**src/rtl/spi_ee_pkg.sv**
```systemverilog
package spi_ee_pkg;

  typedef enum logic [2:0] {
    ST_IDLE = 3'd0,
    ST_OP   = 3'd1,
    ST_ADDR = 3'd2,
    ST_WR   = 3'd3,
    ST_RD   = 3'd4
  } ee_state_t;

  localparam logic [7:0] OPC_SETPROT = 8'h01;
  localparam logic [7:0] OPC_WRITE   = 8'h02;
  localparam logic [7:0] OPC_READ    = 8'h03;
  localparam logic [7:0] OPC_WDIS    = 8'h04;
  localparam logic [7:0] OPC_GETSTAT = 8'h05;
  localparam logic [7:0] OPC_WEN     = 8'h06;

  // positions inside the synchronised pin vector
  localparam int PIN_MOSI = 0;
  localparam int PIN_SCK  = 1;
  localparam int PIN_HOLD = 2;
  localparam int PIN_CS   = 3;
  localparam int PIN_N    = 4;
  localparam logic [PIN_N-1:0] PIN_IDLE = 4'b1100;

endpackage

```
**src/rtl/spi_ee_sync.sv**
```systemverilog
module spi_ee_sync #(
  parameter int          W       = 4,
  parameter logic [W-1:0] RST_VAL = '0
) (
  input  logic         clk,
  input  logic         rst_n,
  input  logic [W-1:0] pin_i,
  output logic [W-1:0] sync_o,
  output logic [W-1:0] prev_o
);
  logic [W-1:0] st1, st2, st3;

  for (genvar g = 0; g < W; g++) begin : g_bit
    always_ff @(posedge clk or negedge rst_n) begin
      if (!rst_n) begin
        st1[g] <= RST_VAL[g];
        st2[g] <= RST_VAL[g];
        st3[g] <= RST_VAL[g];
      end else begin
        st1[g] <= pin_i[g];
        st2[g] <= st1[g];
        st3[g] <= st2[g];
      end
    end
  end

  assign sync_o = st2;
  assign prev_o = st3;
endmodule

```
**src/rtl/spi_ee_array.sv**
```systemverilog
module spi_ee_array #(
  parameter int MEM_BYTES = 256,
  localparam int AW = $clog2(MEM_BYTES)
) (
  input  logic          clk,
  input  logic [AW-1:0] rd_addr,
  output logic [7:0]    rd_data,
  input  logic          wr_en,
  input  logic [AW-1:0] wr_addr,
  input  logic [7:0]    wr_data,
  input  logic          bd_we,
  input  logic [AW-1:0] bd_addr,
  input  logic [7:0]    bd_wdata,
  output logic [7:0]    bd_rdata
);
  logic [7:0] cells [MEM_BYTES];

  // side port wins a same-cycle collision
  always_ff @(posedge clk) begin
    if (bd_we)      cells[bd_addr] <= bd_wdata;
    else if (wr_en) cells[wr_addr] <= wr_data;
  end

  assign rd_data  = cells[rd_addr];
  assign bd_rdata = cells[bd_addr];
endmodule

```
**src/rtl/spi_ee_fsm.sv**
```systemverilog
module spi_ee_fsm
  import spi_ee_pkg::*;
#(
  parameter int MEM_BYTES = 256,
  localparam int AW = $clog2(MEM_BYTES)
) (
  input  logic          clk,
  input  logic          rst_n,
  input  logic          hold_s,
  input  logic          cs_s,
  input  logic          sck_rise,
  input  logic          din_s,
  input  logic [7:0]    mem_rdata,
  output logic [AW-1:0] mem_raddr,
  output logic          mem_we,
  output logic [AW-1:0] mem_waddr,
  output logic [7:0]    mem_wdata,
  output logic          dout,
  output logic [7:0]    status_o,
  output ee_state_t     state_o
);
  localparam logic [15:0] AMASK = 16'(MEM_BYTES - 1);

  ee_state_t   state_q;
  logic [3:0]  cnt_q;
  logic [7:0]  op_q;
  logic [7:0]  sh_q;
  logic [15:0] addr_q;
  logic        wen_q;
  logic [1:0]  prot_q;
  logic        dout_q;

  logic        step;
  logic [7:0]  op_n, sh_n;
  logic [15:0] addr_n, addr_inc, addr_page;
  logic [1:0]  top2;
  logic        wr_ok;

  assign step      = hold_s && !cs_s && sck_rise;
  assign op_n      = {op_q[6:0], din_s};
  assign sh_n      = {sh_q[6:0], din_s};
  assign addr_n    = {addr_q[14:0], din_s};
  assign addr_inc  = (addr_q + 16'd1) & AMASK;
  assign addr_page = {addr_q[15:7], addr_q[6:0] + 7'd1};
  assign top2      = addr_q[AW-1:AW-2];

  // protection fence against the masked address
  always_comb begin
    unique case (prot_q)
      2'b00:   wr_ok = 1'b1;
      2'b01:   wr_ok = (top2 != 2'b11);
      2'b10:   wr_ok = !addr_q[AW-1];
      default: wr_ok = 1'b0;
    endcase
  end

  assign mem_raddr = (state_q == ST_ADDR) ? addr_n[AW-1:0] : addr_inc[AW-1:0];
  assign mem_waddr = addr_q[AW-1:0];
  assign mem_wdata = sh_n;
  assign mem_we    = step && (state_q == ST_WR) && (cnt_q == 4'd7) &&
                     !op_q[0] && wen_q && wr_ok;

  always_ff @(posedge clk or negedge rst_n) begin
    if (!rst_n) begin
      state_q <= ST_OP;
      cnt_q   <= '0;
      op_q    <= '0;
      sh_q    <= '0;
      addr_q  <= '0;
      wen_q   <= 1'b0;
      prot_q  <= 2'b00;
      dout_q  <= 1'b1;
    end else if (hold_s) begin
      if (cs_s) begin
        cnt_q   <= '0;
        op_q    <= '0;
        dout_q  <= 1'b1;
        state_q <= ST_OP;
      end else if (sck_rise) begin
        unique case (state_q)
          ST_OP: begin
            op_q <= op_n;
            if (cnt_q == 4'd7) begin
              cnt_q <= '0;
              unique case (op_n)
                OPC_SETPROT: begin sh_q <= '0; state_q <= ST_WR; end
                OPC_WRITE, OPC_READ: begin addr_q <= '0; state_q <= ST_ADDR; end
                OPC_WDIS:    begin wen_q <= 1'b0; state_q <= ST_IDLE; end
                OPC_GETSTAT: begin sh_q <= {4'b0, prot_q, wen_q, 1'b0}; state_q <= ST_RD; end
                OPC_WEN:     begin wen_q <= 1'b1; state_q <= ST_IDLE; end
                default:     state_q <= ST_IDLE;
              endcase
            end else begin
              cnt_q <= cnt_q + 4'd1;
            end
          end
          ST_ADDR: begin
            if (cnt_q == 4'd15) begin
              cnt_q  <= '0;
              addr_q <= addr_n & AMASK;
              if (op_q[0]) begin
                sh_q    <= mem_rdata;
                state_q <= ST_RD;
              end else begin
                sh_q    <= '0;
                state_q <= ST_WR;
              end
            end else begin
              cnt_q  <= cnt_q + 4'd1;
              addr_q <= addr_n;
            end
          end
          ST_WR: begin
            if (cnt_q == 4'd7) begin
              cnt_q <= '0;
              if (op_q[0]) begin
                prot_q  <= sh_n[3:2];
                state_q <= ST_IDLE;
              end else begin
                sh_q   <= '0;
                addr_q <= addr_page;
              end
            end else begin
              cnt_q <= cnt_q + 4'd1;
              sh_q  <= sh_n;
            end
          end
          ST_RD: begin
            dout_q <= sh_q[~cnt_q[2:0]];
            if (cnt_q == 4'd7) begin
              cnt_q <= '0;
              if (op_q == OPC_READ) begin
                addr_q <= addr_inc;
                sh_q   <= mem_rdata;
              end
            end else begin
              cnt_q <= cnt_q + 4'd1;
            end
          end
          default: ;
        endcase
      end
    end
  end

  assign dout     = dout_q;
  assign status_o = {4'b0, prot_q, wen_q, 1'b0};
  assign state_o  = state_q;
endmodule

```
**src/rtl/spi_eeprom_slave.sv**
```systemverilog
module spi_eeprom_slave
  import spi_ee_pkg::*;
#(
  parameter int MEM_BYTES = 256
) (
  input  logic        clk,
  input  logic        rst_n,
  input  logic        cs_n,
  input  logic        sck,
  input  logic        mosi,
  input  logic        hold_n,
  output logic        miso,
  input  logic        bd_we,
  input  logic [15:0] bd_addr,
  input  logic [7:0]  bd_wdata,
  output logic [7:0]  bd_rdata
);
  localparam int AW = $clog2(MEM_BYTES);

  logic [PIN_N-1:0] pin_raw, pin_s, pin_p;
  logic             hold_s, cs_s, sck_rise;
  logic [AW-1:0]    mem_raddr, mem_waddr;
  logic [7:0]       mem_rdata, mem_wdata, status_q;
  logic             mem_we;
  ee_state_t        fsm_state;

  assign pin_raw[PIN_MOSI] = mosi;
  assign pin_raw[PIN_SCK]  = sck;
  assign pin_raw[PIN_HOLD] = hold_n;
  assign pin_raw[PIN_CS]   = cs_n;

  spi_ee_sync #(.W(PIN_N), .RST_VAL(PIN_IDLE)) u_sync (
    .clk(clk), .rst_n(rst_n), .pin_i(pin_raw), .sync_o(pin_s), .prev_o(pin_p)
  );

  assign hold_s   = pin_s[PIN_HOLD];
  assign cs_s     = pin_s[PIN_CS];
  assign sck_rise = pin_s[PIN_SCK] && !pin_p[PIN_SCK];

  spi_ee_fsm #(.MEM_BYTES(MEM_BYTES)) u_fsm (
    .clk(clk), .rst_n(rst_n), .hold_s(hold_s), .cs_s(cs_s),
    .sck_rise(sck_rise), .din_s(pin_s[PIN_MOSI]),
    .mem_rdata(mem_rdata), .mem_raddr(mem_raddr), .mem_we(mem_we),
    .mem_waddr(mem_waddr), .mem_wdata(mem_wdata), .dout(miso),
    .status_o(status_q), .state_o(fsm_state)
  );

  spi_ee_array #(.MEM_BYTES(MEM_BYTES)) u_array (
    .clk(clk), .rd_addr(mem_raddr), .rd_data(mem_rdata),
    .wr_en(mem_we), .wr_addr(mem_waddr), .wr_data(mem_wdata),
    .bd_we(bd_we), .bd_addr(bd_addr[AW-1:0]), .bd_wdata(bd_wdata),
    .bd_rdata(bd_rdata)
  );
endmodule

```
**config.mk**
```make
export PLATFORM = sky130hd
export DESIGN_NAME = spi_eeprom_slave
export DESIGN_NICKNAME = d
export VERILOG_FILES = /design/src/rtl/spi_ee_pkg.sv /design/src/rtl/spi_ee_sync.sv /design/src/rtl/spi_ee_array.sv /design/src/rtl/spi_ee_fsm.sv /design/src/rtl/spi_eeprom_slave.sv
export SDC_FILE = /design/constraint.sdc
export NUM_CORES = 2
export LEC_CHECK = 0
export BUFFER_PORTS_ARGS = -buffer_cell sky130_fd_sc_hd__buf_2
export CORE_UTILIZATION = 45
export DETAILED_ROUTE_END_ITERATION = 10
export SYNTH_ARGS = -nofsm -noshare
export SYNTH_HDL_FRONTEND = slang
export SYNTH_SLANG_ARGS = --single-unit
```
**constraint.sdc**
```tcl
create_clock -name clk -period 15.86 [get_ports clk]
set_input_delay 0.793 -clock clk [delete_from_list [all_inputs] [get_ports clk]]
set_output_delay 0.793 -clock clk [all_outputs]
set_load 0.02 [all_outputs]
```
---- Word-level counts from Yosys, hierarchy flattened ----
Memories as Yosys holds them, arrays and structs flattened.
Cells that the tools add are included.
storage, ports and cells
  logic and storage cells ................. 137
  memories kept ........................... 1
  input bits .............................. 31
  register bits ........................... 44
  bits in writable memories ............... 2048
operators by class
  eq/ne operators ......................... 29
  muxes and demuxes ....................... 49
  bitwise operators ....................... 3
  reductions and logical operators ........ 33
  $lt $le $gt $ge ......................... 1
  add/subtract/negate cells ............... 3
memories
  memory         words  bits a word  read ports  clocked after Yosys merged registers in  wr ports  RTL line            RTL
  u_array.cells  256    8            2           0                                        1         spi_ee_array.sv:16  logic [7:0] cells [MEM_BYTES];
operators by type and width
  operator                                                          number
  8-bit two-way mux                                                 17
  8-bit case mux with 4 select lines                                2
  8-bit by 2-bit == test with 1-bit output (second input constant)  3
  8-bit by 3-bit == test with 1-bit output (second input constant)  3
  3-bit two-way mux                                                 7
  10-bit AND reduction                                              2
  3-bit case mux with 3 select lines                                2
  4-bit two-way mux                                                 4
  8-bit case mux with 2 select lines                                1
  7-bit two-way mux                                                 2
  3-bit != test (second input constant)                             4
  6-bit AND reduction                                               2
  1-bit two-way mux                                                 10
  2-bit != test (second input constant)                             5
  3-bit AND reduction                                               3
  9-bit AND reduction                                               1
  8-bit by 1-bit adder with 8-bit output (second input constant)    1
  8-bit by 1-bit == test with 1-bit output (second input constant)  1
  1-bit logical AND                                                 8
  4-bit case mux with 2 select lines                                1
  2-bit nonzero test                                                4
  4-bit nonzero test                                                2
  8-bit OR reduction                                                1
  7-bit by 1-bit adder with 7-bit output (second input constant)    1
  22 further kinds                                                  31

---- Longest topological paths before layout ----
  word-level depth ........................ 13
  mapped depth ............................ 17

---- By module ----
From an unflattened synthesis, not the netlist that was laid out.
unflattened totals
  cells, all modules ...................... 5488
  area total of the unflattened synthesis .. 98749.7 sq um
modules (own cells, without submodules)
  module            cells an instance  area each (sq um)  times used
  spi_ee_array      5200               95977.0            1
  spi_ee_fsm        275                2451.1             1
  spi_ee_sync       12                 307.8              1
  spi_eeprom_slave  1                  13.8               1

---- Least setup slack after synthesis ----
No wires, ideal clock.
  kind .................................... register to register
  start ................................... register u_fsm.cnt_q[0]
  end ..................................... memory u_array.cells[0][0], data pin
  data arrival time ....................... 12102 ps
  setup slack ............................. 1569 ps
  required time ........................... 13671 ps
  path buffers ............................ 3
  stages on the path, launching flop included .. 10
  cells stage by stage .................... dfrtp_1 ha_1 nand2_1 or2_1 a2111o_1 or3_1 buf_2 buf_2 clkbuf_1 o21ai_0
between the ends
  cells in the longest elaborated chain, start to end .. 10
ends and longest elaborated chain
  item                                      RTL line            RTL
  from (decl)                               spi_ee_fsm.sv:25    logic [3:0] cnt_q;
  from (signal assigned)                    spi_ee_fsm.sv:94    cnt_q <= cnt_q + 4'd1;
  from (signal assigned)                    spi_ee_fsm.sv:109   cnt_q <= cnt_q + 4'd1;
  from (signal assigned)                    spi_ee_fsm.sv:124   cnt_q <= cnt_q + 4'd1;
  4-bit by 3-bit == test with 1-bit output  spi_ee_fsm.sv:60    assign mem_we = step && (state_q == ST_WR) && (cnt_q == 4'd7) &&
  1-bit logical AND (2 in series)           spi_ee_fsm.sv:60
  1-bit logical AND (2 in series)           spi_ee_fsm.sv:61    !op_q[0] && wen_q && wr_ok;
  1-bit two-way mux                         spi_ee_array.sv:21  else if (wr_en) cells[wr_addr] <= wr_data;
  1-bit two-way mux                         spi_ee_array.sv:20  if (bd_we) cells[bd_addr] <= bd_wdata;
  1-bit two-way mux (not written as such)   spi_ee_array.sv:21
  8-bit OR reduction (no source line)       n/a
  8-bit two-way mux (no source line)        n/a
  to (decl)                                 spi_ee_array.sv:16
Every way passes these cells.

---- Worst setup path in the final report ----
  start ................................... input port bd_addr[0]
  end ..................................... output port bd_rdata[4]
between the ends
  cells in the longest elaborated chain, start to end .. 1
ends and longest elaborated chain
  item                RTL line                RTL
  from (decl)         spi_eeprom_slave.sv:14  input logic [15:0] bd_addr,
  memory 256 x 8 bit  n/a
  to (decl)           spi_eeprom_slave.sv:16  output logic [7:0] bd_rdata
Every way passes these cells.

==> flow_summary_export.csv <==
group,metric,value,unit
sta,worst_pin_slew,1.59,ns
sta,relSlewSlack,-6.28,%
clock_network,htree_levels,4,
synthesis,synth.distinct_cells,99,
power,p_sw,4460,uW
sta,rsz0062_at_grt,"false",
detailed_routing,wl,398000,um
power,p_leak,0.0369,uW
placement,dp_hpwl,250000,um
synthesis,synth_cells,6825,
floorplanning,num_rows,182,
finish,drive_above_1_share,28.8,%
detailed_routing,drc,0,
power,power.internal,10400,uW
floorplanning,die_h,499,um
clock_network,cts.sinks,2092,
global_routing,overflow,0,
clock_network,clk_latency,0.93,ns
floorplanning,coreArea,246000,um^2
clock_network,cts_tree,"done",
synthesis,synth_edf_count,2048,
global_routing,grt_pass1_wl,553000,um
synthesis,ys_seq_area_share,56.2,%
power,clockPowerShare,35.6,%
clock_network,path_clk_slew,0.06,ns
setup_path,crit_required,15.07,ns
floorplanning,initial_core_util,45.3,%
clock_network,root_buffer,"clkbuf_16",
global_routing,grt_pass1_vias,71252,
detailed_routing,num_vias,74554,
setup_path,worstSetupStartpointType,"input port",
job,max-cap-violations,2,
clock_network,clk_path_buf_depth,3,
setup_path,crit_type,"in -> out",
placement,portBuffers,31,
sta,fin_tns_setup,0,ns
power,pwr-share-seq,41.0,%
synthesis,synthesis.nets,6858,
clock_network,ctsResizeCount,0,
power,ir_worst_vdd,0.102,mV
detailed_routing,post_drt_via_cell_ratio,7.40,
sta,finalHoldViolations,0,
setup_path,cp_max_fo,84,
synthesis,synthArstFlopShare,2.10,%
global_routing,grt_use_total,31.5,%
finish,final_common_cell,"edfxtp_1",
floorplanning,dieArea,249000,um^2
outcome,violations,"max-capacitance violations, max-slew violations",
power,power_density,123,nW/um^2
detailed_routing,drtPass1Iterations,8,
synthesis,synth_seq_cells,2092,
detailed_routing,drt_iter0_markers,11836,
detailed_routing,drt-wirelength-per-cell,39.5,um
clock_network,cts_buffers,222,
floorplanning,die_x,499,um
sta,clock_skew,0.0757,ns
global_routing,grt_antenna_before_repair,32,
sta,fmax,138,MHz
finish,fin_nets,6668,
floorplanning,pin_count,40,
power,p_sw_share,30.0,%
detailed_routing,antenna_left,0,
clock_network,post_cts_buffers,0,
finish,layout_common_cells,"edfxtp_1 (2048), mux4_2 (1264), nor2_1 (403), nand2_1 (386), o22ai_1 (381)",
sta,min_period,7.27,ns
synthesis,syn_avg_cell_area,16.3,um^2
outcome,outcome,"finished, violations left",
power,combPwrFrac,23.4,%
sta,min_period_over_period,45.8,%
global_routing,grt_max_degree,138,
setup_path,arrival,6.48,ns
finish,final_util,49.4,%
sta,slew_violations,19,
finish,fill_cells,20205,
synthesis,yosys_warnings,0,
sta,setup_viol,0,
finish,area_growth,9.15,%
placement,dp.cells,9626,
finish,fin_cells,10071,
synthesis,syn_area,111000,um^2
setup_path,endpoint_kind,"output pin",
hold_path,hold_path_class,"in -> async",
placement,routabilityCongestion,0.960,
synthesis,ys.flop_type,"edfxtp_1",
-- timing repair --
item	CTS	global route
hold endpoints to repair	9	0
setup endpoints to repair	0	0
hold buffers	5	0
-- final timing paths --
kind	start	slack (ns)	depth (start not counted)	endpoint
worst max-delay path	bd_addr[0]	8.59	9	bd_rdata[4]
worst min-delay path	rst_n	0.22	2	u_sync.st1[0]
worst max register to register	u_fsm.addr_q[0]	9.05	13	u_fsm.sh_q[2]
worst min register to register	u_sync.st1[2]	0.36	0	u_sync.sync_o[2]
max in group asynchronous	rst_n	14.72	3	u_fsm.addr_q[0]
min in group clk	u_sync.st1[2]	0.36	0	u_sync.sync_o[2]
-- critical path, cell delays in order --
cell and delay, ns:
buf_8 0.63, buf_4 0.66, buf_12 0.64, buf_4 0.90, mux4_2 0.68, mux4_2 0.55
mux4_2 0.56, mux4_2 0.55, buf_2 0.19
-- flip-flops by register name, indices dropped and copies added, names as in the netlist, 2 cells and up --
| register | count |
|---|---|
| u_array.cells | 2048 |
| u_fsm.addr_q | 8 |
| u_fsm.cnt_q | 4 |
| u_fsm.op_q | 8 |
| u_fsm.prot_q | 2 |
| u_fsm.sh_q | 8 |
| u_fsm.state_o | 3 |
| u_sync.st1 | 4 |
| u_sync.sync_o | 4 |
-- metal layers --
layer  up-vias  wire length, um  track usage, %
met1     39216           142000            41.8
li1      28807                -               -
met4        26            23500            16.5
met3      1030            51300            8.98
met5         -              155               0
met2      5475           180000            47.3
-- per-stage QoR --
step / worst slack (ns) / hold slack (ns) / total power (uW) / instance area [um^2]
after CTS: 8.50 / 0.167 / 14800 / 121000
final: 8.59 / 0.222 / 14900 / 122000
after global routing: 8.28 / 0.239 / 15200 / 121000
after detailed placement: 8.50 / 0.336 / 9640 / 114000
after global placement: 8.50 / 0.347 / 9600 / 114000
after floorplan: 1.57 / 0.331 / 8600 / 111000
-- power by group through the flow --
stage | clock, uW | combinational [uW] | sequential, uW
after CTS | 5320 | 3420 | 6110
after global routing | 5500 | 3600 | 6110
after floorplan | 0 | 2370 | 6230
final | 5300 | 3480 | 6110
after detailed placement | 0 | 3420 | 6220
after global placement | 0 | 3380 | 6220
-- layout make-up --
| class | instances | area [um^2] | share of cell area [%] |
|---|---|---|---|
| Timing Repair Buffer | 231 | 1820 | 1.50 |
| Antenna cell | 23 | 57.6 | 0.0474 |
| Multi-Input combinational cell | 4071 | 45600 | 37.5 |
| Sequential cell | 2092 | 62600 | 51.5 |
| Clock buffer | 271 | 5820 | 4.79 |
| Inverter | 17 | 63.8 | 0.0525 |
| Tap cell | 3220 | 4030 | 3.32 |
| Clock inverter | 146 | 1480 | 1.22 |
-- logic make-up (layout without fill, tap and decap cells) --
kind of cell	count (synthesis)	after routing	share of synthesized area, %
and+or+nand+nor	1335	1335	5.51
xor gates and xnor gates	3	3	0.0236
buffers and inverters	662	665	3.01
adders and majority gates	2	2	0.0225
DFF	2092	2092	56.2
other	0	23	0
muxes	1501	1501	27.8
AOI/OAI and AO/OA	1230	1230	7.42
-- Yosys cell counts, types with 32 or more instances --
library cell / number / area, um^2
nor3_1: 123 / 616
or3_1: 64 / 400
edfxtp_1: 2048 / 61500
o31ai_1: 32 / 240
a211oi_1: 47 / 353
nor4_1: 57 / 357
mux2_2: 33 / 372
a31oi_1: 57 / 357
o22ai_1: 381 / 2380
clkbuf_1: 224 / 841
dfrtp_1: 38 / 951
o21ai_0: 198 / 991
o22a_1: 40 / 350
buf_2: 249 / 1250
nand3_1: 135 / 676
buf_1: 54 / 203
o221ai_1: 55 / 482
o211ai_1: 61 / 458
nor2_1: 406 / 1520
mux2i_1: 201 / 2010
nand2_1: 399 / 1500
mux4_2: 1264 / 28500
a21oi_1: 145 / 726
buf_4: 89 / 668
nand4_1: 33 / 206
No activity file was read; power rests on OpenSTA's default activity.
